==> config.mk <==
export PLATFORM = sky130hd
export DESIGN_NAME = wkseq_top
export DESIGN_NICKNAME = d
export VERILOG_FILES = /design/src/rtl/wkseq_pkg.sv /design/src/rtl/wkseq_sync.sv /design/src/rtl/wkseq_power.sv /design/src/rtl/wkseq_events.sv /design/src/rtl/wkseq_top.sv
export SDC_FILE = /design/constraint.sdc
export NUM_CORES = 1
export LEC_CHECK = 0
export ABC_AREA = 1
export BUFFER_PORTS_ARGS = -buffer_cell sky130_fd_sc_hd__buf_2
export CORE_AREA = 3 3 54 56
export CTS_BUF_LIST = sky130_fd_sc_hd__clkbuf_4 sky130_fd_sc_hd__clkbuf_8 sky130_fd_sc_hd__clkbuf_16
export CTS_CLUSTER_DIAMETER = 80
export DETAILED_ROUTE_END_ITERATION = 10
export DIE_AREA = 0 0 57 59
export PLACE_DENSITY = 0.79
export REMOVE_ABC_BUFFERS = 1
export SLEW_MARGIN = 30
export SYNTH_ARGS = -nofsm -noshare
export SYNTH_HDL_FRONTEND = slang
export SYNTH_SLANG_ARGS = --single-unit
export TNS_END_PERCENT = 100
==> constraint.sdc <==
create_clock -name clk -period 1.7 [get_ports clk]
set_input_delay 0 -clock clk [delete_from_list [all_inputs] [get_ports clk]]
set_output_delay 0 -clock clk [all_outputs]
set_load 0.01 [all_outputs]
==> src/rtl/wkseq_pkg.sv <==
package wkseq_pkg;
   typedef enum logic [1:0] {
      PS_NONE = 2'b00,
      PS_BATT = 2'b01,
      PS_HOLD = 2'b10,
      PS_MAIN = 2'b11
   } pstate_e;
endpackage

==> src/rtl/wkseq_sync.sv <==
module wkseq_sync #(
   parameter int STAGES = 2
) (
   input  logic clk,
   input  logic rst_n,
   input  logic d,
   output logic q
);
   logic [STAGES-1:0] chain;

   generate
      if (STAGES < 2) begin : g_bad_stages
         $error("wkseq_sync: STAGES must be at least 2");
      end
      for (genvar i = 0; i < STAGES; i++) begin : g_stage
         if (i == 0) begin : g_first
            always_ff @(posedge clk or negedge rst_n)
               if (!rst_n) chain[0] <= 1'b0;
               else        chain[0] <= d;
         end else begin : g_next
            always_ff @(posedge clk or negedge rst_n)
               if (!rst_n) chain[i] <= 1'b0;
               else        chain[i] <= chain[i-1];
         end
      end
   endgenerate

   assign q = chain[STAGES-1];
endmodule

==> src/rtl/wkseq_power.sv <==
module wkseq_power
   import wkseq_pkg::*;
#(
   parameter int HOLD_CYCLES = 32768
) (
   input  logic    clk,
   input  logic    por_n,
   input  logic    main_s,
   input  logic    bat_s,
   output pstate_e state_o
);
   localparam int CW = (HOLD_CYCLES > 2) ? $clog2(HOLD_CYCLES) : 1;
   localparam logic [CW-1:0] LAST = CW'(HOLD_CYCLES - 1);

   generate
      if (HOLD_CYCLES < 2) begin : g_bad_hold
         $error("wkseq_power: HOLD_CYCLES must be at least 2");
      end
   endgenerate

   pstate_e        st, st_d;
   logic [CW-1:0]  cnt, cnt_d;

   always_comb begin
      st_d  = st;
      cnt_d = cnt;
      if (!main_s && !bat_s) begin
         st_d  = PS_NONE;
         cnt_d = '0;
      end else if (!main_s) begin
         st_d  = PS_BATT;
         cnt_d = '0;
      end else begin
         unique case (st)
            PS_NONE, PS_BATT: begin
               st_d  = PS_HOLD;
               cnt_d = '0;
            end
            PS_HOLD: begin
               if (cnt == LAST) begin
                  st_d  = PS_MAIN;
                  cnt_d = '0;
               end else begin
                  cnt_d = cnt + 1'b1;
               end
            end
            default: st_d = PS_MAIN;
         endcase
      end
   end

   always_ff @(posedge clk or negedge por_n)
      if (!por_n) begin
         st  <= PS_NONE;
         cnt <= '0;
      end else begin
         st  <= st_d;
         cnt <= cnt_d;
      end

   assign state_o = st;
endmodule

==> src/rtl/wkseq_events.sv <==
module wkseq_events
   import wkseq_pkg::*;
(
   input  logic    clk,
   input  logic    por_n,
   input  logic    sys_rst_n,
   input  pstate_e state,
   input  logic    cfg_we,
   input  logic    cfg_time_en,
   input  logic    cfg_ring_en,
   input  logic    time_hit,
   input  logic    ring_hit,
   input  logic    sw_off,
   output logic    wake,
   output logic    off
);
   logic time_en, ring_en, pend;
   logic evt, ready, fire, main_up;

   assign ready   = (state == PS_MAIN);
   assign main_up = (state == PS_MAIN) || (state == PS_HOLD);
   assign evt     = (time_hit && time_en) || (ring_hit && ring_en && ready);
   assign fire    = ready && (pend || evt) && !sw_off;

   // enable bits: only first power or the no-supply state clears them
   always_ff @(posedge clk or negedge por_n)
      if (!por_n) begin
         time_en <= 1'b0;
         ring_en <= 1'b0;
      end else if (state == PS_NONE) begin
         time_en <= 1'b0;
         ring_en <= 1'b0;
      end else if (cfg_we) begin
         time_en <= cfg_time_en;
         ring_en <= cfg_ring_en;
      end

   always_ff @(posedge clk or negedge por_n)
      if (!por_n)                            pend <= 1'b0;
      else if (state == PS_NONE || sw_off)   pend <= 1'b0;
      else if (fire)                         pend <= 1'b0;
      else                                   pend <= pend || evt;

   always_ff @(posedge clk or negedge por_n)
      if (!por_n) begin
         wake <= 1'b0;
         off  <= 1'b0;
      end else if (!sys_rst_n) begin
         wake <= 1'b0;
         off  <= 1'b0;
      end else begin
         wake <= fire;
         off  <= sw_off && main_up;
      end
endmodule

==> src/rtl/wkseq_top.sv <==
module wkseq_top
   import wkseq_pkg::*;
#(
   parameter int HOLD_CYCLES = 32768,
   parameter int SYNC_STAGES = 2
) (
   input  logic       clk,
   input  logic       por_n,
   input  logic       sys_rst_n,
   input  logic       main_ok_i,
   input  logic       bat_ok_i,
   input  logic       time_hit_i,
   input  logic       ring_hit_i,
   input  logic       cfg_we_i,
   input  logic       cfg_time_en_i,
   input  logic       cfg_ring_en_i,
   input  logic       sw_off_i,
   output logic       wake_o,
   output logic       off_o,
   output logic       ring_mask_o,
   output logic [1:0] pwr_state_o
);
   logic    main_s, bat_s;
   pstate_e state;

   wkseq_sync #(.STAGES(SYNC_STAGES)) u_sync_main (
      .clk(clk), .rst_n(por_n), .d(main_ok_i), .q(main_s));
   wkseq_sync #(.STAGES(SYNC_STAGES)) u_sync_bat (
      .clk(clk), .rst_n(por_n), .d(bat_ok_i), .q(bat_s));

   wkseq_power #(.HOLD_CYCLES(HOLD_CYCLES)) u_power (
      .clk(clk), .por_n(por_n), .main_s(main_s), .bat_s(bat_s),
      .state_o(state));

   wkseq_events u_events (
      .clk(clk), .por_n(por_n), .sys_rst_n(sys_rst_n), .state(state),
      .cfg_we(cfg_we_i), .cfg_time_en(cfg_time_en_i),
      .cfg_ring_en(cfg_ring_en_i), .time_hit(time_hit_i),
      .ring_hit(ring_hit_i), .sw_off(sw_off_i),
      .wake(wake_o), .off(off_o));

   assign ring_mask_o = (state != PS_MAIN);
   assign pwr_state_o = state;
endmodule

Word-level counts from Yosys, hierarchy flattened
Index checks and enable logic that the tools add are counted.
- reductions and logical operators: 17
- add/sub/neg operators: 1
- equal/unequal tests: 7
- muxes and demuxes: 16
- bitwise gates (word level): 0
- shifts and indexed selects: 0
- $lt $le $gt $ge: 0
- divide/modulo/power cells: 0
- multipliers: 0
- operator list (cell ; count):
    two-way mux 15 bit ; 3
    case mux 15 bit (2 select lines) ; 1
    adder 15 x 1 -> 15 bit, second input constant ; 1
    == test 15 bit, second input constant ; 1
    two-way mux 1 bit ; 8
    logical AND 1 bit ; 7
    two-way mux 2 bit ; 3
    == test 2 bit, second input constant ; 2
    logical OR 1 bit ; 4
    != test 4 x 1 -> 1 bit, second input constant ; 1
    != test 4 bit, second input constant ; 1
    case mux 2 bit (2 select lines) ; 1
    logical NOT 1 bit ; 3
    == test 2 x 1 -> 1 bit, second input constant ; 1
    logical NOT 2 bit ; 1
    != test 2 bit, second input constant ; 1
    nonzero test 2 bit ; 1
    OR reduction 2 bit ; 1
- bits in writable memories: 0
- memories: 0
- bits of input ports: 11
- ROM bits: 0
- latch bits: 0
- flip-flop bits (word level): 26

Longest topological paths before layout
- depth after elaboration: 8
- depth in mapped cells: 9
- gate-level depth less buffers: 9

Cells and area by module
From an unflattened synthesis, not the netlist that was laid out.
- cell total of the unflattened synthesis: 161
- area total of the unflattened synthesis: 1357.6 µm²
- by module, submodules not included (module ; times used ; area an instance (µm²) ; cells an instance ; seq. area each (µm²)):
    wkseq_power ; 1 ; 1022.2 ; 125 ; 425.4
    wkseq_events ; 1 ; 231.5 ; 31 ; 125.1
    wkseq_sync ; 2 ; 50.0 ; 2 ; 50.0
    wkseq_top ; 1 ; 3.8 ; 1 ; 0.0

Worst setup path before layout
Ideal clock, no wire load.
- kind: flip-flop to flip-flop
- start: reg u_power.cnt[0]
- end: reg u_power.cnt[14]
- path slack: 0.382 ns
- arrival time: 1.193 ns
- buffers on the path: 0
- cell stages (with the launch flop): 7
- data required time: 1.575 ns
- setup time: 0.125 ns
- cells stage by stage: dfrtp_1 > ha_1 > nand2_1 > nor2_4 > nand4_4 > a21oi_4 > nor2_2
- longest elaborated chain between the ends: 5
- elaborated cells between the ends (all ways): 6
- RTL lines (item ; RTL line ; RTL):
    start: declaration ; wkseq_power.sv:22 ; logic [CW-1:0] cnt, cnt_d;
    start signal: assignment ; wkseq_power.sv:58 ; cnt <= cnt_d;
    adder 15 x 1 -> 15 bit or == test 15 bit (tied branches) ; wkseq_power.sv:44, wkseq_power.sv:40 ;
    two-way mux 15 bit (*) ; wkseq_power.sv:40 ; if (cnt == LAST) begin
    case mux 15 bit (2 select lines) (*) ; wkseq_power.sv:34 ; unique case (st)
    two-way mux 15 bit (*) ; wkseq_power.sv:30 ; end else if (!main_s) begin
    two-way mux 15 bit (*) ; wkseq_power.sv:27 ; if (!main_s && !bat_s) begin
Mark *: on every way between the ends. The rest lies on a longest branch, timed or not.
A chain may end at the register's enable or synchronous reset.

Worst setup path in the final report
- start: reg u_power.st[1] (netlist: u_power.state_o[1])
- end: reg u_events.time_en
- longest elaborated chain between the ends: 2
- elaborated cells between the ends (all ways): 3
- RTL lines (item ; RTL line ; RTL):
    start: declaration ; wkseq_power.sv:21 ; pstate_e st, st_d;
    start signal: assignment ; wkseq_power.sv:57 ; st <= st_d;
    logical NOT 2 bit (*) ; wkseq_events.sv:30 ; end else if (state == PS_NONE) begin
    two-way mux 1 bit or nonzero test 2 bit (tied branches) ; -- ;
    end signal: assignment ; wkseq_events.sv:34 ; time_en <= cfg_time_en;
    end: declaration ; wkseq_events.sv:17 ; logic time_en, ring_en, pend;
Marked as above.

==> key figures <==
Drt
  – First drt pass iteration count: 4
  – Via Count: 1147
  – DRT iter0 DRCs: 45
  – DR DRC count: 0
  – Drt wl/cell: 12.13 µm
  – Post-route ant nets: 0
  – Post-Route WL: 2716 µm
  – Vias per cell: 5.121

Critical path
  – WP data required: 1.92 ns
  – Slowest stage delay, CP: 0.55 ns
  – Critical Path Fanout Max: 5
  – Crit start category: register
  – Endpoint class of the critical path: register
  – CP cell instances: or2_2, o21ai_0, nor2_1, dlygate4sd3_1
  – Critical path class: reg2reg
  – Arr. time, crit path: 1.81 ns
  – CP max-delay cell: dlygate4sd3_1

Yosys
  – Avg Cell Area, Syn: 8.329 µm²
  – Synth Area in XOR/XNOR: 3.226%
  – Area fraction in compound gates after synthesis: 4.885%
  – Post-synthesis adder-cell area fraction: 0.9217%
  – Main combinational cell family by area after synthesis: simple AND/OR/NAND/NOR gates
  – Synth Warn #: 0
  – Synthesized area: 1358 µm²
  – Dominant cell type by area after synthesis: dfrtp_1
  – Sequential area share after synthesis: 47.93%
  – Post-synthesis mux area share: 0%
  – Top-area cell type share of the netlist area: 47.93%
  – Largest cells by area after synthesis: dfrtp_1 48%, nand2_1 11%, nor2_1 8.0%
  – Post-Synthesis Cells: 163
  – Flops & latches, synth: 26
  – Post-synthesis cell type count: 24
  – Simple-gate share of the synthesized area: 37.24%

Power and ir drop
  – Final Total Pwr: 1.061 mW
  – Power Dens Cells: 651.1 nW/µm²
  – Maximum vdd ir drop: 0.0005503 V
  – Leakage power total: 0.8096 nW

Clocking
  – CTS tree: done
  – Post_cts resized: 0
  – Clk_lat worst skew: 0.32 ns
  – Clk sinks: 26
  – CTS buffer count: 3
  – Clk buf depth: 2
  – CTS root buffer: clkbuf_4
  – Htree depth: 1
  – Clock transition at path regs: 0.13 ns

Final layout
  – Area added between synthesis and finish: 20.00%
  – Finished Cell Area: 1629 µm²
  – N_diodes: 0
  – Non-Filler Instances: 224
  – Ratio of cells with drive above 1 in the final layout: 20.10%
  – Nets@finish: 207

STA
  – Max_slew headroom: 62.84%
  – Final Hold Viols: 0
  – Post-layout minimum cycle time: 1.589 ns
  – Slew @ Worst Pin: 0.5574 ns
  – Final slew viol count: 0
  – Final worst path period share: 93.48%
  – Maximum clock rate: 0.6293 GHz
  – Final hold slack: 0.1797 ns
  – RSZ-0062 raised after global routing: false
  – Final number of setup-violating endpoints: 0
  – Clock Skew: 0.001673 ns
  – Setup TNS: 0 ns

Die
  – Cell Rows: 18
  – # IOs: 16
  – Die Span Y: 59 µm
  – Die area: 3363 µm²
  – Initial Utilization: 54.80%
  – Chip width: 57 µm
  – Core region area: 2477 µm²

Job
  – MaxCap Viol Count: 0

Global route
  – Largest net degree at the start of global routing: 27
  – Initial antenna violation count: 0
  – Vias in the first global route: 1182
  – Residual overflow from global routing: 0
  – Gr usage total: 18.51%
  – Wire length of the first global-routing pass: 4795 µm

Placement
  – IO buf count: 15
  – Placed cells: 207
  – Dpl hpwl: 1924 µm
  – Routability Congestion: 0.8247
  – Post-DP Area: 1463 µm²

Status
  – Status: finished, final reports clean

Min path
  – Worst Hold Class: in2async
==> flip-flops by register name, indices dropped and copies added (netlist names) <==
signal             cells
u_sync_main.q          1
u_events.off           1
u_events.wake          1
u_power.cnt           15
u_events.pend          1
u_events.time_en       1
u_power.state_o        2
u_sync_main.chain      1
u_events.ring_en       1
u_sync_bat.chain       1
u_sync_bat.q           1
==> cell families (layout without fill, tap and decap cells) <==
kind of cell             Yosys count  count (layout)
adder cells (fa/ha/maj)            1               1
flip-flops                        26              26
buffers and inverters             19              50
AO/OA/AOI/OAI                     11              11
XOR/XNOR                           5               5
AND/OR/NAND/NOR                  101             101
==> path summary, 6_finish.rpt <==
path / startpoint / endpoint / slack [ns] / cells past startpoint
setup / recovery: u_power.state_o[1]$_DFFE_PN0P_ / u_events.time_en$_DFFE_PN0P_ / 0.11 / 4
hold / removal: por_n / u_events.wake$_DFF_PN0_ / 0.18 / 2
setup reg to reg: u_power.state_o[1]$_DFFE_PN0P_ / u_events.time_en$_DFFE_PN0P_ / 0.11 / 4
hold reg to reg: u_sync_main.chain[0]$_DFF_PN0_ / u_sync_main.q$_DFF_PN0_ / 0.37 / 0
max in group asynchronous: por_n / u_power.cnt[13]$_DFFE_PN0P_ / 1.15 / 2
min in group clk: main_ok_i / u_sync_main.chain[0]$_DFF_PN0_ / 0.31 / 2
==> cells in the final DEF (no fill, tap or decap), drive strengths merged <==
| master | instances |
|---|---|
| a21oi | 4 |
| buf | 16 |
| clkbuf | 4 |
| dfrtp | 26 |
| dlygate4sd3 | 13 |
| ha | 1 |
| inv | 17 |
| nand2 | 44 |
| nand3 | 11 |
| nand3b | 1 |
| nand4 | 6 |
| nor2 | 37 |
| nor3 | 1 |
| o21ai | 7 |
| or2 | 1 |
| xnor2 | 2 |
| xor2 | 3 |
==> layer usage <==
layer | global-route usage [%] | routed length, µm | share of wire [%] | vias to the layer above
li1 | - | - | - | 579
met3 | 2.179 | 80 | 2.9 | 9
met4 | 9.603 | 85 | 3.1 | 0
met5 | 0 | 0 | 0 | -
met1 | 20.76 | 1163 | 43 | 536
met2 | 34.42 | 1386 | 51 | 23
==> area by class of cell <==
cell class / instances / area (µm²)
Sequential cell: 26 / 650.6
Clock buffer: 4 / 36.28
Multi-Input combinational cell: 118 / 628.1
Tap cell: 30 / 37.54
Timing Repair Buffer: 29 / 212.7
Fill cell: 208 / 848.3
Inverter: 17 / 63.81
==> report_power, final <==
part	switching, mW	total (mW)	internal (mW)
registers	0.0124	0.648	0.636
logic	0.0580	0.106	0.0480
clock network	0.175	0.306	0.131
==> critical path: cells and delay by family, from the launching register on <==
kind	cells	cell delay [ns]
AND/OR/NAND/NOR	2	0.40
flip-flops	1	0.45
buffers and inverters	1	0.55
AO/OA/AOI/OAI	1	0.09
==> cell usage after synthesis (all sizes together) <==
cell type and n:
a21oi 4, buf 1, clkbuf 1, dfrtp 26
ha 1, inv 17, nand2 44, nand3 11
nand3b 1, nand4 6, nor2 37, nor3 1
o21ai 7, or2 1, xnor2 2, xor2 3
==> stage by stage <==
step | util, % | setup slack [ns]
3_3_place_gp | 59.04 | 0.2817
6_report | 65.76 | 0.1109
5_1_grt | 65.76 | 0.06044
3_5_place_dp | 59.04 | 0.2167
2_1_floorplan | - | 0.3819
4_1_cts | 66.16 | 0.04393
==> what timing repair did <==
action | CTS | global route
endpoints found under the setup margin | 0 | 1
setup buffers | 0 | 0
hold buffers | 14 | 0
endpoints found under the hold margin | 33 | 0
(Power assumes the default switching activity.)
